### config.mk
export PLATFORM = sky130hd
export DESIGN_NAME = adc_cal_sequencer
export DESIGN_NICKNAME = d
export VERILOG_FILES = /design/src/rtl/cal_seq_pkg.sv /design/src/rtl/cal_pin_sync.sv /design/src/rtl/cal_ctrl_reg.sv /design/src/rtl/cal_phase_timer.sv /design/src/rtl/adc_cal_sequencer.sv
export SDC_FILE = /design/constraint.sdc
export NUM_CORES = 1
export LEC_CHECK = 0
export ABC_AREA = 1
export BUFFER_PORTS_ARGS = -buffer_cell sky130_fd_sc_hd__buf_2
export CAP_MARGIN = 20
export CORE_MARGIN = 5
export CORE_UTILIZATION = 60
export DETAILED_ROUTE_END_ITERATION = 16
export GPL_TIMING_DRIVEN = 0
export PLACE_DENSITY = 0.81
export SETUP_SLACK_MARGIN = 0.1
export SLEW_MARGIN = 40
export SYNTH_ARGS = -nofsm -noshare
export SYNTH_HDL_FRONTEND = slang
export SYNTH_HIERARCHICAL = 1
export SYNTH_SLANG_ARGS = --single-unit
### constraint.sdc
create_clock -name clk -period 3.5 [get_ports clk]
set_input_delay 0.7 -clock clk [delete_from_list [all_inputs] [get_ports clk]]
set_output_delay 0.7 -clock clk [all_outputs]
set_load 0.01 [all_outputs]
### src/rtl/cal_seq_pkg.sv
package cal_seq_pkg;

    typedef enum logic [1:0] {
        KIND_FULL     = 2'b00,
        KIND_GAIN_OFF = 2'b01,
        KIND_OFF      = 2'b10,
        KIND_GAIN     = 2'b11
    } cal_kind_e;

    typedef enum logic [1:0] {
        PH_IDLE   = 2'b00,
        PH_DAC    = 2'b01,
        PH_GAIN   = 2'b10,
        PH_OFFSET = 2'b11
    } cal_phase_e;

    // Entry phase of a run for each kind.
    function automatic cal_phase_e entry_phase(cal_kind_e k);
        cal_phase_e p;
        unique case (k)
            KIND_FULL:     p = PH_DAC;
            KIND_GAIN_OFF: p = PH_GAIN;
            KIND_OFF:      p = PH_OFFSET;
            KIND_GAIN:     p = PH_GAIN;
        endcase
        return p;
    endfunction

endpackage

### src/rtl/cal_pin_sync.sv
module cal_pin_sync #(
    parameter int POR_CYC = 600000
) (
    input  logic clk,
    input  logic rst_n,
    input  logic cal_n,
    output logic release_pulse,
    output logic por_fire
);
    localparam int PW = $clog2(POR_CYC + 1);

    logic       s1_q, s2_q, s3_q;
    logic [PW-1:0] por_cnt_q;
    logic       por_done_q;

    // Two-flop synchroniser plus one history flop for edge detection.
    // All three flops reset to the released (high) level.
    always_ff @(posedge clk or negedge rst_n) begin
        if (!rst_n) begin
            s1_q <= 1'b1;
            s2_q <= 1'b1;
            s3_q <= 1'b1;
        end else begin
            s1_q <= cal_n;
            s2_q <= s1_q;
            s3_q <= s2_q;
        end
    end

    assign release_pulse = s2_q & ~s3_q;
    assign por_fire      = s2_q & ~por_done_q & (por_cnt_q == PW'(POR_CYC - 1));

    // Power-on settling counter: restarts whenever the pin is low.
    always_ff @(posedge clk or negedge rst_n) begin
        if (!rst_n) begin
            por_cnt_q  <= '0;
            por_done_q <= 1'b0;
        end else if (!s2_q) begin
            por_cnt_q <= '0;
        end else if (!por_done_q) begin
            if (por_fire) por_done_q <= 1'b1;
            else          por_cnt_q  <= por_cnt_q + 1'b1;
        end
    end


    release_single_chk: assert property (@(posedge clk) disable iff (!rst_n)
        release_pulse |=> !release_pulse);


    por_once_chk: assert property (@(posedge clk) disable iff (!rst_n)
        por_fire |=> (!por_fire && por_done_q));

endmodule

### src/rtl/cal_ctrl_reg.sv
module cal_ctrl_reg
    import cal_seq_pkg::*;
(
    input  logic      clk,
    input  logic      rst_n,
    input  logic      wr,
    input  logic      wr_start,
    input  cal_kind_e wr_kind,
    input  logic      wr_sys,
    input  logic      busy,
    input  logic      launch,
    output logic      start_q,
    output cal_kind_e kind_q,
    output logic      sys_q
);
    logic accept;

    assign accept = wr & ~busy;

    always_ff @(posedge clk or negedge rst_n) begin
        if (!rst_n) begin
            start_q <= 1'b0;
            kind_q  <= KIND_FULL;
            sys_q   <= 1'b0;
        end else begin
            if (accept) begin
                kind_q  <= wr_kind;
                sys_q   <= wr_sys;
                start_q <= wr_start;
            end else if (launch) begin
                start_q <= 1'b0;
            end
        end
    end


    start_selfclear_chk: assert property (@(posedge clk) disable iff (!rst_n)
        start_q |=> !start_q);


    busy_write_drop_chk: assert property (@(posedge clk) disable iff (!rst_n)
        (busy && wr) |=> ($stable(kind_q) && $stable(sys_q)));

endmodule

### src/rtl/cal_phase_timer.sv
module cal_phase_timer
    import cal_seq_pkg::*;
#(
    parameter int DAC_CYC  = 194640,
    parameter int GAIN_CYC = 27780,
    parameter int OFF_CYC  = 27780
) (
    input  logic       clk,
    input  logic       rst_n,
    input  logic       load,
    input  cal_phase_e load_phase,
    output logic       expire
);
    localparam int MAX_AB  = (DAC_CYC > GAIN_CYC) ? DAC_CYC : GAIN_CYC;
    localparam int MAX_LEN = (MAX_AB > OFF_CYC) ? MAX_AB : OFF_CYC;
    localparam int CW      = $clog2(MAX_LEN + 1);

    logic [CW-1:0] cnt_q;
    logic [CW-1:0] reload;

    always_comb begin
        unique case (load_phase)
            PH_DAC:    reload = CW'(DAC_CYC - 1);
            PH_GAIN:   reload = CW'(GAIN_CYC - 1);
            PH_OFFSET: reload = CW'(OFF_CYC - 1);
            PH_IDLE:   reload = '0;
        endcase
    end

    always_ff @(posedge clk or negedge rst_n) begin
        if (!rst_n)            cnt_q <= '0;
        else if (load)         cnt_q <= reload;
        else if (cnt_q != '0)  cnt_q <= cnt_q - 1'b1;
    end

    assign expire = (cnt_q == '0);


    cnt_bound_chk: assert property (@(posedge clk) disable iff (!rst_n)
        cnt_q <= CW'(MAX_LEN - 1));


    cnt_step_chk: assert property (@(posedge clk) disable iff (!rst_n)
        (!load && !expire) |=> (cnt_q == $past(cnt_q) - 1'b1));

endmodule

### src/rtl/adc_cal_sequencer.sv
module adc_cal_sequencer
    import cal_seq_pkg::*;
#(
    parameter int DAC_CYC  = 194640,
    parameter int GAIN_CYC = 27780,
    parameter int OFF_CYC  = 27780,
    parameter int POR_CYC  = 600000,
    parameter int CODE_W   = 14
) (
    input  logic              clk,
    input  logic              rst_n,
    input  logic              cal_n,
    input  logic              cfg_wr,
    input  logic              cfg_start,
    input  logic [1:0]        cfg_kind,
    input  logic              cfg_system,
    input  logic              bipolar,
    output logic              busy,
    output logic              done,
    output logic [1:0]        phase,
    output logic              dac_trim_en,
    output logic              gain_trim_en,
    output logic              offset_trim_en,
    output logic [CODE_W-1:0] trim_target,
    output logic              system_mode,
    output logic              start_pending
);
    localparam logic [CODE_W-1:0] MID_CODE  = {1'b1, {(CODE_W-1){1'b0}}};
    localparam logic [CODE_W-1:0] TOP_CODE  = '1;
    localparam logic [CODE_W-1:0] ZERO_CODE = '0;

    logic       pin_release, por_fire, start_q, cfg_sys_q;
    cal_kind_e  cfg_kind_q, sel_kind, run_kind_q;
    logic       sel_sys, run_sys_q, run_bip_q;
    cal_phase_e state_q, state_d;
    logic       launch, phase_expire, timer_load, done_q;

    cal_pin_sync #(.POR_CYC(POR_CYC)) u_sync (
        .clk           (clk),
        .rst_n         (rst_n),
        .cal_n         (cal_n),
        .release_pulse (pin_release),
        .por_fire      (por_fire)
    );

    cal_ctrl_reg u_reg (
        .clk      (clk),
        .rst_n    (rst_n),
        .wr       (cfg_wr),
        .wr_start (cfg_start),
        .wr_kind  (cal_kind_e'(cfg_kind)),
        .wr_sys   (cfg_system),
        .busy     (busy),
        .launch   (launch),
        .start_q  (start_q),
        .kind_q   (cfg_kind_q),
        .sys_q    (cfg_sys_q)
    );

    cal_phase_timer #(
        .DAC_CYC  (DAC_CYC),
        .GAIN_CYC (GAIN_CYC),
        .OFF_CYC  (OFF_CYC)
    ) u_timer (
        .clk        (clk),
        .rst_n      (rst_n),
        .load       (timer_load),
        .load_phase (state_d),
        .expire     (phase_expire)
    );

    // Trigger arbitration: power-on run forces a full self calibration.
    always_comb begin
        sel_kind = por_fire ? KIND_FULL : cfg_kind_q;
        sel_sys  = por_fire ? 1'b0 : cfg_sys_q;
        launch   = (state_q == PH_IDLE) && (start_q || pin_release || por_fire);
    end

    // Next-state logic.
    always_comb begin
        state_d = state_q;
        unique case (state_q)
            PH_IDLE:   if (launch)       state_d = entry_phase(sel_kind);
            PH_DAC:    if (phase_expire) state_d = PH_GAIN;
            PH_GAIN:   if (phase_expire) state_d = (run_kind_q == KIND_GAIN) ? PH_IDLE : PH_OFFSET;
            PH_OFFSET: if (phase_expire) state_d = PH_IDLE;
        endcase
    end

    assign timer_load = (state_d != state_q) && (state_d != PH_IDLE);

    // State register and run context.
    always_ff @(posedge clk or negedge rst_n) begin
        if (!rst_n) begin
            state_q    <= PH_IDLE;
            run_kind_q <= KIND_FULL;
            run_sys_q  <= 1'b0;
            run_bip_q  <= 1'b0;
            done_q     <= 1'b0;
        end else begin
            state_q <= state_d;
            done_q  <= (state_q != PH_IDLE) && (state_d == PH_IDLE);
            if (launch) begin
                run_kind_q <= sel_kind;
                run_sys_q  <= sel_sys;
                run_bip_q  <= bipolar;
            end
        end
    end

    // Outputs.
    always_comb begin
        dac_trim_en    = 1'b0;
        gain_trim_en   = 1'b0;
        offset_trim_en = 1'b0;
        trim_target    = ZERO_CODE;
        unique case (state_q)
            PH_IDLE:   ;
            PH_DAC:    dac_trim_en = 1'b1;
            PH_GAIN: begin
                gain_trim_en = 1'b1;
                trim_target  = TOP_CODE;
            end
            PH_OFFSET: begin
                offset_trim_en = 1'b1;
                trim_target    = run_bip_q ? MID_CODE : ZERO_CODE;
            end
        endcase
    end

    assign phase         = state_q;
    assign busy          = (state_q != PH_IDLE) | start_q;
    assign done          = done_q;
    assign system_mode   = run_sys_q & (state_q != PH_IDLE);
    assign start_pending = start_q;


    strobe_onehot_chk: assert property (@(posedge clk) disable iff (!rst_n)
        $onehot0({dac_trim_en, gain_trim_en, offset_trim_en})
        && ((phase == 2'b00) == !(dac_trim_en | gain_trim_en | offset_trim_en)));


    dac_succ_chk: assert property (@(posedge clk) disable iff (!rst_n)
        (state_q == PH_DAC) |=> (state_q == PH_DAC || state_q == PH_GAIN));


    offset_succ_chk: assert property (@(posedge clk) disable iff (!rst_n)
        (state_q == PH_OFFSET) |=> (state_q == PH_OFFSET || state_q == PH_IDLE));


    done_single_chk: assert property (@(posedge clk) disable iff (!rst_n)
        done |=> !done);


    busy_fall_done_chk: assert property (@(posedge clk) disable iff (!rst_n)
        $fell(busy) |-> done);


    gain_target_chk: assert property (@(posedge clk) disable iff (!rst_n)
        gain_trim_en |-> (trim_target == TOP_CODE));

endmodule

---- Word level (Yosys, flattened, before mapping) ----
Index checks and enable logic that the tools add are counted.
Widths: inputs -> output; s select.
word-level totals
  register bits ........................... 53
  logic and storage cells ................. 80
operators by class
  $add $sub $neg .......................... 2
  equality and inequality tests ........... 14
  muxes and demuxes ....................... 24
  bitwise logic cells ..................... 9
  reductions and logical operators ........ 17
operators with widths
  kind                   number
  $mux 20                3
  $pmux 18 s3            1
  $mux 18                2
  $pmux 14 s2            1
  $add 20x1->20 const B  1
  $eq 20x20->1 const B   1
  $logic_not 18->1       1
  $reduce_bool 18->1     1
  $sub 18x1->18 const B  1
  $eq 2x2->1 const B     7
  $mux 14                1
  $mux 2                 6
  $mux 1                 8
  $pmux 2 s4             1
  $reduce_bool 2->1      4
  $eq 2x1->1 const B     3
  $logic_not 2->1        3
  $pmux 2 s3             1
  $and 1x1->1            5
  $ne 2x2->1 const B     2
  $reduce_or 2->1        2
  $logic_and 1x1->1      3
  $not 1->1              3
  $logic_or 1x1->1       2
  other kinds (3)        3

---- Logic depth before layout (Yosys ltp) ----
  word-level depth ........................ 13
  mapped depth ............................ 22
  depth with buffers taken out ............ 21

---- Hierarchy ----
Netlist, hierarchy kept.
modules (own cells, without submodules)
  module             times used  cells each  area an instance (µm²)
  cal_pin_sync       1           224         1529.0
  cal_phase_timer    1           153         1166.1
  adc_cal_sequencer  1           69          491.7
  cal_ctrl_reg       1           20          167.7

---- Worst setup path before layout ----
No wires, ideal clock.
  path type ............................... register to register
  start ................................... reg u_timer.cnt_q[0]
  end ..................................... reg u_timer.cnt_q[12]
  library setup time ...................... 77 ps
  arrival time ............................ 2418 ps
  slack ................................... 1004 ps
  cell stages (with the launch flop) ...... 20
  path buffers ............................ 1
  clock period less this slack ............ 2496 ps
  cell sequence ........................... dfrtp_1 inv_1 ha_1 nand3_4 nor2_8 nand2_2 nor2_2 nand2_1 inv_1 nand2_1 nand2_1 nand2_2 nand2_2 nand2_1 nand2_1 buf_4 inv_1 nor3_1 inv_1 a21oi_1
between the ends
  elaborated cells on any way between the ends .. 19
  those cells by class .................... add/sub: 1; eq/ne: 4; mux: 7; reduce/logical: 7
RTL lines
  element                                                 line                                                                       source
  from (decl)                                             cal_phase_timer.sv:18                                                      logic [CW-1:0] cnt_q;
  from (signal assigned)                                  cal_phase_timer.sv:32                                                      else if (load) cnt_q <= reload;
  from (signal assigned)                                  cal_phase_timer.sv:33                                                      else if (cnt_q != '0) cnt_q <= cnt_q - 1'b1;
  $logic_not 18->1 (*)                                    cal_phase_timer.sv:36                                                      assign expire = (cnt_q == '0);
  via phase_expire                                        adc_cal_sequencer.sv:36                                                    logic launch, phase_expire, timer_load, done_q;
  $mux 2, on equally long branches                        adc_cal_sequencer.sv:86, adc_cal_sequencer.sv:84, adc_cal_sequencer.sv:85
  $pmux 2 s4 (*)                                          adc_cal_sequencer.sv:82                                                    unique case (state_q)
  via state_d[1]                                          adc_cal_sequencer.sv:35                                                    cal_phase_e state_q, state_d;
  $ne 2x2->1 / $reduce_bool 2->1 (equally long branches)  adc_cal_sequencer.sv:90                                                    assign timer_load = (state_d != state_q) && (state_d != PH_IDLE);
  $logic_and 1x1->1 (*)                                   adc_cal_sequencer.sv:90
  via timer_load                                          adc_cal_sequencer.sv:36
  $mux 18 / $reduce_bool 2->1 (equally long branches)     --
The timed path passes the listed nets; every way through them passes the cells marked *. The select of a mux whose other input is x is not followed.
A chain may end at the register's enable or synchronous reset.

---- Worst setup path after layout ----
  start ................................... reg u_sync.s2_q
  end ..................................... reg u_timer.cnt_q[12]
between the ends
  elaborated cells on any way between the ends .. 26
  those cells by class .................... eq/ne: 7; mux: 6; bitwise: 3; reduce/logical: 10
RTL lines
  element                                                 line                     source
  from (decl)                                             cal_pin_sync.sv:12       logic s1_q, s2_q, s3_q;
  from (signal assigned)                                  cal_pin_sync.sv:25       s2_q <= s1_q;
  $and 1x1->1 (*)                                         cal_pin_sync.sv:30       assign release_pulse = s2_q & ~s3_q;
  via pin_release                                         adc_cal_sequencer.sv:32  logic pin_release, por_fire, start_q, cfg_sys_q;
  $logic_or 1x1->1 (*) (2 in series)                      adc_cal_sequencer.sv:76  launch = (state_q == PH_IDLE) && (start_q || pin_release || por_fire);
  $logic_and 1x1->1 (*)                                   adc_cal_sequencer.sv:76
  $mux 2 (*)                                              adc_cal_sequencer.sv:83  PH_IDLE: if (launch) state_d = entry_phase(sel_kind);
  $pmux 2 s4 (*)                                          adc_cal_sequencer.sv:82
  via state_d[1]                                          adc_cal_sequencer.sv:35
  $ne 2x2->1 / $reduce_bool 2->1 (equally long branches)  adc_cal_sequencer.sv:90
  $logic_and 1x1->1 (*)                                   adc_cal_sequencer.sv:90
  via timer_load                                          adc_cal_sequencer.sv:36
  $mux 18 / $reduce_bool 2->1 (equally long branches)     --
Marked as above.

==> key figures <==
Outcome
  – Status: complete, no violations

Synthesis
  – Post-Synth Simple-Gate Area: 0.418
  – Post-synthesis adder-cell area fraction: 0.00746
  – Netlist cell types: 32
  – Fraction of registers with async set/reset: 1.00
  – Largest family of logic cells by synthesized area: simple AND/OR/NAND/NOR gates
  – Post-synthesis instance area: 3350 sq um
  – Mux share of post-synthesis cell area: 0
  – Yosys top cell by area: dfrtp_1
  – Top cell type's share of synthesized area: 0.373
  – Area contributors post-synth: dfrtp_1, nand2_1, nor2_1
  – Yosys Warn Count: 6
  – Register area share after synthesis: 0.396
  – Number of synthesized register bits: 53
  – Post-Synth XOR/XNOR Area: 0.0339
  – Post-Syn Instances: 466
  – Synth Area in Compound Gates: 0.0448
  – Syn_nets: 477
  – Syn avg cell area: 7.20 sq um
  – Post-synth EDFFs: 0
  – Synth Flop Type: dfrtp_1

Clocking
  – Clk buf depth: 2
  – H-tree lvl count: 2
  – Clk sinks: 53
  – Clk slew on worst S/H paths: 110 ps
  – Total CTS buffers: 5
  – Hold_buf cts: 0
  – Root Driver: clkbuf_8
  – CTS tree: built
  – Clock latency on the worst-skew pair: 320 ps

Finish
  – Share of layout cells above drive strength 1: 0.200
  – Post-Layout Inst Area: 3700 sq um
  – Commonest non-fill, non-tap cell in the layout: nand2_1
  – Commonest non-fill, non-tap cells in the layout: nand2_1, nor2_1, dfrtp_1
  – # nets final: 515
  – Layout area overhead: 10.4%
  – # fillers: 474
  – Antenna diode count: 0

Floorplanning
  – Initial core utilization: 0.613
  – Core ar.: 5470 sq um
  – Row count: 27
  – Die area: 7190 sq um
  – Top Ports: 32
  – Vert. Die Dim: 84.8 um
  – Die Wd: 84.8 um

Timing
  – Maximum clock rate: 338 MHz
  – Hold Vio Cnt, Final: 0
  – Pins Over Slew Limit: 0
  – Max_slew headroom: 0.509
  – Final Skew: 11.8 ps
  – Worst Tran Pin Value: 729 ps
  – Final period util: 0.846
  – RSZ-0062 raised after global routing: no
  – Setup TNS: 0 ps
  – Finish-stage setup viols: 0
  – Final min period: 2960 ps

Power and ir drop
  – Clock power frac: 0.156
  – Sw power: 0.00102 W
  – Pwr dens: 631 nW/um^2
  – Internal power: 0.00132 W
  – Max VDD drop: 0.332 mV
  – Net Sw Frac: 0.436
  – Combinational share of power: 0.457
  – Leakage: 1.93 nW
  – Flop pwr share: 0.387

Placed design
  – # port buffers: 31
  – DP Area: 3600 sq um
  – HPWL Detailed: 5.40 mm
  – RePlAce Congestion: 0.958

Worst setup path
  – Critical Path AT: 3210 ps
  – Worst Path Max Fanout: 10
  – Crit end category: flop
  – WS Path Type: flop to flop
  – WP data required: 3750 ps
  – Startpoint Class: flop

Global route
  – Grt ovf: 0
  – All-Layer GR Usage: 0.221
  – Vias in the first global route: 2946
  – First-pass GRT wire length: 13.1 mm
  – Largest net degree at the start of global routing: 54
  – Initial antenna violation count: 0

Detailed routing
  – Antenna-violating nets left: 0
  – DR iter-0 viols: 201
  – Via density: 5.35
  – Detailed-route wire length per cell: 12.6 um
  – Residual DRC count: 0
  – Via count: 3088
  – Routed wire length: 7.24 mm
  – 1st-pass router iterations: 5

Hold path
  – Hold Crit Class: flop to flop

Run
  – MaxCap Viol Count: 0
==> worst paths after layout <==
kind	from	end	slack (ps)	depth (start not counted)
max	u_sync/s2_q	u_timer/cnt_q[12]	540	14
min	u_sync/s1_q	u_sync/s2_q	360	0
max reg2reg	u_sync/s2_q	u_timer/cnt_q[12]	540	14
min reg2reg	u_sync/s1_q	u_sync/s2_q	360	0
max in group asynchronous	rst_n	u_timer/cnt_q[2]	2650	1
min in group asynchronous	rst_n	run_sys_q	400	1
==> final cells by class <==
cell class,count,area [sq um],share of cell area
sequential,53,1330,0.359
timing repair buffer,31,158,0.0426
buffer,19,134,0.0362
clock buffer,5,68.8,0.0186
multi-input combinational,342,1700,0.458
tap,72,90.1,0.0243
inverter,52,200,0.0541
clock inverter,3,26.3,0.00710
==> layer usage <==
| metal | track usage | vias up | routed length [um] |
|---|---|---|---|
| met5 | 0 | - | 0 |
| met4 | 0.0748 | 0 | 84 |
| met3 | 0.0422 | 13 | 399 |
| met2 | 0.379 | 89 | 3550 |
| met1 | 0.278 | 1450 | 3210 |
| li1 | - | 1536 | - |
==> cell families after synthesis <==
kind of cell	Yosys count
xor gates and xnor gates	13
buffers and inverters	71
adders and majority gates	2
DFF	53
and+or+nand+nor	300
AOI/OAI and AO/OA	27
==> timing repair <==
item | in CTS | in global routing
resized for setup | 0 | 2
endpoints found under the setup margin | 0 | 5
buffers inserted | 0 | 0
==> power by group through the flow <==
stage	sequential (W)	combinational, W	clock, W
6_report	0.000904	0.00107	0.000363
5_1_grt	0.000926	0.00122	0.000402
4_1_cts	0.000902	0.00107	0.000377
3_5_place_dp	0.000915	0.00106	0
3_3_place_gp	0.000906	0.00103	0
2_1_floorplan	0.000894	0.000806	0
==> worst max-delay path, cell delays in order, from the launching register on <==
cell	delay, ps
dfstp_2	540
clkbuf_1	330
clkinv_1	450
nor2_1	190
nor2_1	60
nand2_1	100
nand3_1	100
nand2_2	110
nand2_1	60
nand2_1	50
buf_4	190
inv_1	110
nor3_2	240
inv_1	160
a21oi_1	190
==> through the flow <==
stage          utilization  setup slack (ps)  cells  power, W  hold WS [ps]
6_report             0.676               540    577   0.00233           362
5_1_grt              0.676               200    577   0.00255           373
4_1_cts              0.676               396    577   0.00235           364
3_5_place_dp         0.658               429    569   0.00197           349
3_3_place_gp         0.658               475    569   0.00194           350
2_1_floorplan            -              1000    466   0.00170           345
==> state kept, by name, summed over array words and instances, names as in the netlist, 2 cells and up <==
signal            flops
run_kind_q            2
u_reg/kind_q          2
u_timer/cnt_q        18
phase                 2
u_sync/por_cnt_q     20
==> cells in the mapped netlist (4+ instances only) <==
| cell type | number |
|---|---|
| a21oi_1 | 9 |
| buf_4 | 14 |
| dfrtp_1 | 50 |
| inv_1 | 45 |
| inv_2 | 5 |
| nand2_1 | 147 |
| nand2_2 | 8 |
| nand3_1 | 37 |
| nand4_1 | 22 |
| nor2_1 | 58 |
| nor2_2 | 10 |
| nor2_4 | 4 |
| o21ai_0 | 8 |
| o21ai_1 | 5 |
| or2_2 | 5 |
| xor2_1 | 11 |
Note: power is estimated with default switching activity, not from simulation.
